--- src/rtl/vpw_rx_pkg.sv ---
`timescale 1ns/1ps
package vpw_rx_pkg;

  // Classification of one measured interval
  typedef enum logic [2:0] {
    SYM_NONE,
    SYM_SOF_SLOW,
    SYM_SOF_FAST,
    SYM_ZERO,
    SYM_ONE,
    SYM_GLITCH,
    SYM_BAD
  } vpw_sym_e;

  typedef enum logic {
    ST_HUNT,
    ST_FRAME
  } vpw_state_e;

  // Index of a rate bank: 0 = normal, 1 = quadruple
  localparam int RATE_BANKS = 2;

endpackage

--- src/rtl/vpw_line_sync.sv ---
`timescale 1ns/1ps
module vpw_line_sync #(
  parameter int   STAGES     = 2,
  parameter logic ACTIVE_LVL = 1'b0
) (
  input  logic clk,
  input  logic rst,
  input  logic line_in,
  output logic line_edge,
  output logic ended_active
);

  localparam logic IDLE_LVL = ~ACTIVE_LVL;

  logic [STAGES-1:0] stage_q;
  logic              last_q;

  // Metastability chain followed by one history flop for edge detection
  always_ff @(posedge clk) begin
    if (rst) begin
      stage_q <= {STAGES{IDLE_LVL}};
      last_q  <= IDLE_LVL;
    end else begin
      for (int i = STAGES - 1; i > 0; i--) begin
        stage_q[i] <= stage_q[i-1];
      end
      stage_q[0] <= line_in;
      last_q     <= stage_q[STAGES-1];
    end
  end

  assign line_edge    = stage_q[STAGES-1] ^ last_q;
  // Level held during the interval that this edge closes
  assign ended_active = (last_q == ACTIVE_LVL);

endmodule

--- src/rtl/vpw_us_timer.sv ---
`timescale 1ns/1ps
module vpw_us_timer #(
  parameter int CYC_PER_US = 48,
  parameter int CNT_W      = 9
) (
  input  logic             clk,
  input  logic             rst,
  input  logic             restart,
  output logic [CNT_W-1:0] us_cnt
);

  localparam logic [CNT_W-1:0] CNT_MAX = {CNT_W{1'b1}};

  generate
    if (CYC_PER_US <= 1) begin : g_direct
      // One clock per microsecond: the restart cycle itself counts as one
      always_ff @(posedge clk) begin
        if (rst) begin
          us_cnt <= '0;
        end else if (restart) begin
          us_cnt <= CNT_W'(1);
        end else if (us_cnt != CNT_MAX) begin
          us_cnt <= us_cnt + CNT_W'(1);
        end
      end
    end else begin : g_prescaled
      localparam int              PRE_W    = (CYC_PER_US > 2) ? $clog2(CYC_PER_US) : 1;
      localparam logic [PRE_W-1:0] PRE_LAST = PRE_W'(CYC_PER_US - 1);

      logic [PRE_W-1:0] pre_q;
      logic             tick;

      assign tick = (pre_q == PRE_LAST) && !restart;

      // Restart loads 1 so the edge cycle counts as elapsed time:
      // the value at the next edge is floor(clocks / CYC_PER_US)
      always_ff @(posedge clk) begin
        if (rst) begin
          pre_q <= '0;
        end else if (restart) begin
          pre_q <= PRE_W'(1);
        end else if (pre_q == PRE_LAST) begin
          pre_q <= '0;
        end else begin
          pre_q <= pre_q + PRE_W'(1);
        end
      end

      always_ff @(posedge clk) begin
        if (rst) begin
          us_cnt <= '0;
        end else if (restart) begin
          us_cnt <= '0;
        end else if (tick && (us_cnt != CNT_MAX)) begin
          us_cnt <= us_cnt + CNT_W'(1);
        end
      end
    end
  endgenerate

endmodule

--- src/rtl/vpw_sym_class.sv ---
`timescale 1ns/1ps
module vpw_sym_class
  import vpw_rx_pkg::*;
#(
  parameter int CNT_W       = 9,
  parameter int SOF_LO_US   = 164,
  parameter int SOF_HI_US   = 245,
  parameter int SHORT_LO_US = 24,
  parameter int SPLIT_US    = 97,
  parameter int LONG_HI_US  = 170,
  parameter int GLITCH_US   = 2,
  parameter int FAST_DIV    = 4
) (
  input  logic [CNT_W-1:0] interval,
  input  logic             hunting,
  input  logic             fast,
  input  logic             was_active,
  output vpw_sym_e         sym
);

  logic [RATE_BANKS-1:0] sof_hit;
  logic [RATE_BANKS-1:0] short_hit;
  logic [RATE_BANKS-1:0] long_hit;

  // One window bank per rate; the fast bank divides every bound
  for (genvar r = 0; r < RATE_BANKS; r++) begin : g_rate
    localparam int DIV = (r == 0) ? 1 : FAST_DIV;
    localparam logic [CNT_W-1:0] SOF_LO = CNT_W'(SOF_LO_US / DIV);
    localparam logic [CNT_W-1:0] SOF_HI = CNT_W'(SOF_HI_US / DIV);
    localparam logic [CNT_W-1:0] SH_LO  = CNT_W'(SHORT_LO_US / DIV);
    localparam logic [CNT_W-1:0] SPLIT  = CNT_W'(SPLIT_US / DIV);
    localparam logic [CNT_W-1:0] LG_HI  = CNT_W'(LONG_HI_US / DIV);

    assign sof_hit[r]   = (interval >= SOF_LO) && (interval < SOF_HI);
    assign short_hit[r] = (interval >= SH_LO)  && (interval < SPLIT);
    assign long_hit[r]  = (interval >= SPLIT)  && (interval < LG_HI);
  end

  always_comb begin
    sym = SYM_NONE;
    if (hunting) begin
      if (was_active) begin
        if (sof_hit[0]) begin
          sym = SYM_SOF_SLOW;
        end else if (sof_hit[1]) begin
          sym = SYM_SOF_FAST;
        end
      end
    end else begin
      if (short_hit[fast]) begin
        sym = was_active ? SYM_ONE : SYM_ZERO;
      end else if (long_hit[fast]) begin
        sym = was_active ? SYM_ZERO : SYM_ONE;
      end else if (interval <= CNT_W'(GLITCH_US)) begin
        sym = SYM_GLITCH;
      end else begin
        sym = SYM_BAD;
      end
    end
  end

endmodule

--- src/rtl/vpw_rx_decoder.sv ---
`timescale 1ns/1ps
module vpw_rx_decoder
  import vpw_rx_pkg::*;
#(
  parameter int   CLK_HZ      = 48_000_000,
  parameter int   CNT_W       = 9,
  parameter int   SYNC_STAGES = 2,
  parameter logic ACTIVE_LVL  = 1'b0,
  parameter int   SOF_LO_US   = 164,
  parameter int   SOF_HI_US   = 245,
  parameter int   SHORT_LO_US = 24,
  parameter int   SPLIT_US    = 97,
  parameter int   LONG_HI_US  = 170,
  parameter int   GLITCH_US   = 2,
  parameter int   EOF_US      = 240,
  parameter int   FAST_DIV    = 4
) (
  input  logic clk,
  input  logic rst,
  input  logic line_in,
  output logic sof_stb,
  output logic sof_fast,
  output logic bit_stb,
  output logic bit_val,
  output logic eof_stb,
  output logic err_stb
);

  localparam int               CYC_PER_US = CLK_HZ / 1_000_000;
  localparam logic [CNT_W-1:0] EOF_SLOW   = CNT_W'(EOF_US);
  localparam logic [CNT_W-1:0] EOF_FAST   = CNT_W'(EOF_US / FAST_DIV);

  logic             line_edge;
  logic             ended_active;
  logic [CNT_W-1:0] us_cnt;
  vpw_sym_e         sym;
  vpw_state_e       state_q;
  logic             fast_q;
  logic             in_frame;
  logic [CNT_W-1:0] eof_lim;
  logic             idle_timeout;

  assign in_frame     = (state_q == ST_FRAME);
  assign eof_lim      = fast_q ? EOF_FAST : EOF_SLOW;
  assign idle_timeout = in_frame && !line_edge && (us_cnt >= eof_lim);

  vpw_line_sync #(
    .STAGES     (SYNC_STAGES),
    .ACTIVE_LVL (ACTIVE_LVL)
  ) u_sync (
    .clk          (clk),
    .rst          (rst),
    .line_in      (line_in),
    .line_edge    (line_edge),
    .ended_active (ended_active)
  );

  vpw_us_timer #(
    .CYC_PER_US (CYC_PER_US),
    .CNT_W      (CNT_W)
  ) u_timer (
    .clk     (clk),
    .rst     (rst),
    .restart (line_edge),
    .us_cnt  (us_cnt)
  );

  vpw_sym_class #(
    .CNT_W       (CNT_W),
    .SOF_LO_US   (SOF_LO_US),
    .SOF_HI_US   (SOF_HI_US),
    .SHORT_LO_US (SHORT_LO_US),
    .SPLIT_US    (SPLIT_US),
    .LONG_HI_US  (LONG_HI_US),
    .GLITCH_US   (GLITCH_US),
    .FAST_DIV    (FAST_DIV)
  ) u_class (
    .interval   (us_cnt),
    .hunting    (!in_frame),
    .fast       (fast_q),
    .was_active (ended_active),
    .sym        (sym)
  );

  always_ff @(posedge clk) begin
    if (rst) begin
      state_q  <= ST_HUNT;
      fast_q   <= 1'b0;
      sof_stb  <= 1'b0;
      sof_fast <= 1'b0;
      bit_stb  <= 1'b0;
      bit_val  <= 1'b0;
      eof_stb  <= 1'b0;
      err_stb  <= 1'b0;
    end else begin
      sof_stb <= 1'b0;
      bit_stb <= 1'b0;
      eof_stb <= 1'b0;
      err_stb <= 1'b0;
      case (state_q)
        ST_HUNT: begin
          if (line_edge && ((sym == SYM_SOF_SLOW) || (sym == SYM_SOF_FAST))) begin
            state_q  <= ST_FRAME;
            fast_q   <= (sym == SYM_SOF_FAST);
            sof_fast <= (sym == SYM_SOF_FAST);
            sof_stb  <= 1'b1;
          end
        end
        ST_FRAME: begin
          if (line_edge) begin
            case (sym)
              SYM_ZERO, SYM_ONE: begin
                bit_stb <= 1'b1;
                bit_val <= (sym == SYM_ONE);
              end
              SYM_GLITCH: begin
              end
              default: begin
                err_stb <= 1'b1;
                state_q <= ST_HUNT;
              end
            endcase
          end else if (idle_timeout) begin
            eof_stb <= 1'b1;
            state_q <= ST_HUNT;
          end
        end
        default: state_q <= ST_HUNT;
      endcase
    end
  end

endmodule

--- config.mk ---
export PLATFORM = sky130hd
export DESIGN_NAME = vpw_rx_decoder
export DESIGN_NICKNAME = d
export VERILOG_FILES = /design/src/rtl/vpw_rx_pkg.sv /design/src/rtl/vpw_line_sync.sv /design/src/rtl/vpw_us_timer.sv /design/src/rtl/vpw_sym_class.sv /design/src/rtl/vpw_rx_decoder.sv
export SDC_FILE = /design/constraint.sdc
export NUM_CORES = 1
export LEC_CHECK = 0
export BUFFER_PORTS_ARGS = -buffer_cell sky130_fd_sc_hd__buf_2
export CAP_MARGIN = 20
export CORE_AREA = 2 2 90 75
export CTS_CLUSTER_DIAMETER = 80
export CTS_CLUSTER_SIZE = 20
export DETAILED_ROUTE_END_ITERATION = 10
export DIE_AREA = 0 0 92 77
export HOLD_SLACK_MARGIN = 0.08
export PLACE_DENSITY_LB_ADDON = 0.1
export RECOVER_POWER = 100
export SLEW_MARGIN = 20
export SYNTH_ARGS = -nofsm -noshare
export SYNTH_HDL_FRONTEND = slang
export SYNTH_HIERARCHICAL = 1
export SYNTH_SLANG_ARGS = --single-unit
--- constraint.sdc ---
create_clock -name clk -period 2.3 [get_ports clk]
set_input_delay 0.23 -clock clk [delete_from_list [all_inputs] [get_ports clk]]
set_output_delay 0.23 -clock clk [all_outputs]
set_load 0.01 [all_outputs]
==> run summary <==
The power density over the cells is 399 nW/um^2. The library cells used most frequently in the layout, excluding fill and tap cells, are 24 x buf_4, 22 x dfxtp_1, 16 x a21oi_1. Across the VDD grid, the largest voltage drop is 209 uV.

The total of buffers placed on input and output ports is 8, and the insertion delay of the later-clocked pin in the worst-skew pair is 0.27 ns. STA classifies the critical path endpoint as a flop. The total global-route track usage is 11.5%. The post-route netlist has 25.5% of its cells at a drive strength greater than 1. The final reports fail on negative setup slack.

TritonCTS built the clock tree. For this run, asynchronously set or reset flops after synthesis account for 0%. Kind of launch point of the worst setup path: a flop. For this run, design rule violations remaining after detail routing come to 0. In this run the critical register-to-register path is captured at in_frame.

The buffer levels on the longest clock path is 2, and the number of synthesized flops with an enable pin is 0. The highest metal layer carrying signal wires in the routed design is met4. For this run, the detailed router's first-pass iteration total came to 4.

Area of the core: 6180 um^2. The clock root buffer master is clkbuf_8. The worst-case clock skew was 0.00779 ns; the height of the die was 77 um. In this run, synthesis produced a sequential element count of 25. For this design, the CTS-stage hold fixing added 0 buffers.

For this run, the slowest stage of the critical path takes 0.51 ns. The chip width was 92 um; the total chip power was 0.768 mW. The run gives 0.674 nW as the leakage component of the power.

For this block, the initial DRC count from the detailed router was 47. In this run, distinct cell masters in the synthesized netlist total 50. The cell count after synthesis came out at 179.

Leaving out fill and tap cells, the most frequent cell in the layout is buf_4. The wire length after detailed routing is 3.93 mm. Tracing the worst setup path back leads to its startpoint at u_timer/us_cnt[7]. The finished layout holds 296 standard cells, fillers aside.

Together, buffers and inverters on the worst path number 0. The effective utilization at floorplan is 24.1%. Counting buffers and inverters, the worst setup path is 9 cells deep.

The first-pass GRT wire length was 6.72 mm; the register clock-pin slew on the reported worst setup and hold paths was 0.10 ns. For this block, wires on met1 add up to 2.02 mm. The number of nets in the layout was 223; the number of cells on the worst reg-to-reg path was 9. The most used flip-flop cell after synthesis was dfxtp_1. The logs give 91 um for the detailed route wirelength on metal3 and 6 for the total number of yosys warnings. Setup violations remaining at the end of the flow were counted as 5. Traced cell by cell, the critical path runs through or4b_4, o21ai_2, a21oi_2, mux2_4, a22oi_2, xnor2_1, a21oi_1, o21ai_1, a32o_1.

The slowest stage cell on the critical path was or4b_4. Relative to the synthesized area, the layout overhead comes to 28.9%. The run finished, with violations left. The tools report the capture point of the critical path as in_frame. In this run the count of I/O pins placed on the die edge is 9. The run gives 0 as the initial antenna violation count. The worst min-delay path class is primary input to flop. Each instance of the synthesized netlist takes up on average 8.34 um^2.

The share of the clock period used by the worst path after layout was 104%; the via count of the first global-routing pass was 1,474. The category of the most critical setup path was flop to flop. Counting I/O delays and the setup requirement, the final critical path takes 2.38 ns.

The logs give 26 for the placement row count and 507 um^2 for the area taken by flip-flops and latches. The congestion estimate from routability-driven global placement came to 0.743. Timing would allow up to 420 MHz. Synthesized net count: 189. Clock tree synthesis found a total of 25 sinks. In this run the critical register-to-register path is launched from u_timer/us_cnt[7]. Dividing the detail-routed wire length by the instance count gives 13.3 um.

For this block, the via count after detailed routing is 1,459. The total number of H-tree levels is 1. 0 antenna diodes ended up in the layout. Once detail routing completed, the nets flagged for antenna violations numbered 0.

The number of placed instances, taps included, is 292. Once detailed placement completed, the half-perimeter wirelength came to 2.99 mm. Setup repair after global routing could not meet its margin everywhere. For the met2 wire length, the log shows 1.79 mm. The run gives -0.0816 ns as the final setup slack of the worst path. Dividing the detail-routed via count by the number of cells gives 4.93.

The setup check on the worst reg-to-reg path leaves a slack of -0.08 ns. Across the run, the number of max-cap violations was 0. The run gives 0 as the total congestion overflow after global routing. Data on the critical path is required at its endpoint by 2.47 ns.

The die covers 7080 um^2. Along the worst path, the maximum fanout reaches 6. The hold violation total from the final report is 0. The share of the Yosys chip area taken by registers is 33.5%. For the number of buffers created by CTS, the log shows 3. Entering global routing, the biggest net connects 18 pins. Among cell families on the critical path, the largest total delay comes from compound AO/OA/AOI/OAI gates.

Worst-margin pin slew: 0.562 ns. In this run the tightest slew margin relative to its limit is 62.4%. The run gives 0 as the final number of max-transition violations. Summing all multi-input logic gate instances after layout gives 1000 um^2.

The filler cell count in the final layout is 661, and the data arrival time at the worst-slack endpoint is 2.55 ns. The tools report the area of the mapped netlist as 1490 um^2.
## cells in the mapped netlist, types with 3 or more instances
library cell,n,area (um^2)
a21oi_1,18,90.1
dfxtp_1,25,500
ha_1,7,87.6
inv_1,9,33.8
mux2i_1,3,30.0
nand2_1,9,33.8
nand3_1,11,55.1
nand4_1,4,25.0
nor2_1,10,37.5
nor2b_1,3,18.8
nor3_1,4,20.0
nor3b_1,4,30.0
nor4_1,4,25.0
o21ai_0,8,40.0
o31ai_1,5,37.5
or2_1,3,18.8
or3_1,5,31.3
or4_1,3,22.5
xnor2_1,4,35.0
## registers in the layout, indices dropped and copies added (netlist names)
signal	cells
u_timer/us_cnt	9
u_timer/g_prescaled.pre_q	6
u_sync/stage_q	2
bit_stb	1
bit_val	1
eof_stb	1
err_stb	1
fast_q	1
in_frame	1
sof_stb	1
u_sync/last_q	1
## cells by family after synthesis
kind of cell             count (synthesis)  synth area share [%]
buffers and inverters                   14                  3.69
multiplexers                             4                  3.02
XOR/XNOR                                 6                  3.52
AO/OA/AOI/OAI                           48                  20.1
AND/OR/NAND/NOR                         75                  30.3
adder cells (fa/ha/maj)                  7                  5.87
flip-flops                              25                  33.5
## how the worst min path moves through the flow
stage | startpoint | slack, ns | to | cells past startpoint
2_1_floorplan | rst | 0.30 | u_timer/g_prescaled.pre_q[0] | 1
3_3_place_gp | u_sync/stage_q[0] | 0.40 | u_sync/stage_q[1] | 1
3_5_place_dp | u_sync/stage_q[0] | 0.42 | u_sync/stage_q[1] | 1
4_1_cts | line_in | 0.14 | u_sync/stage_q[0] | 2
5_1_grt | line_in | 0.13 | u_sync/stage_q[0] | 2
6_report | line_in | 0.14 | u_sync/stage_q[0] | 2
## repair_timing
item | 4_1_cts | 5_1_grt
pin swaps | 2 | 4
resized for setup | 6 | 16
setup endpoints to repair | 6 | 14
buffers inserted | 0 | 1
endpoints found under the hold margin | 0 | 0
## stage by stage
stage / hold slack (ns) / util [%] / worst slack [ns] / TNS [ns] / area (um^2)
floorplan: 0.299 / - / 0.0173 / 0 / 1500
global placement: 0.395 / 29.4 / -0.0601 / -0.107 / 1820
detailed placement: 0.416 / 29.4 / -0.157 / -0.424 / 1820
CTS: 0.137 / 30.6 / -0.0390 / -0.0642 / 1890
global route: 0.126 / 31.1 / -0.199 / -0.833 / 1920
finish: 0.141 / 31.1 / -0.0816 / -0.176 / 1920
## layer usage
layer	track usage, %	vias to the layer above
met2	17.8	15
li1	-	746
met4	2.09	0
met5	0	-
met3	2.75	4
met1	16.5	694
## layout make-up
type                            instances  area share, %
Timing Repair Buffer                   34           11.7
Multi-Input combinational cell        140           52.1
Tap cell                               84           5.46
Clock inverter                          1          0.455
Inverter                                9           1.76
Sequential cell                        25           26.3
Clock buffer                            3           2.15
## power breakdown
part	switching, mW	total [mW]	internal [mW]
Sequential	0.00554	0.445	0.440
Combinational	0.0253	0.0422	0.0169
Clock	0.154	0.281	0.127
Total	0.185	0.768	0.583
Note: power is estimated with default switching activity, not from simulation.
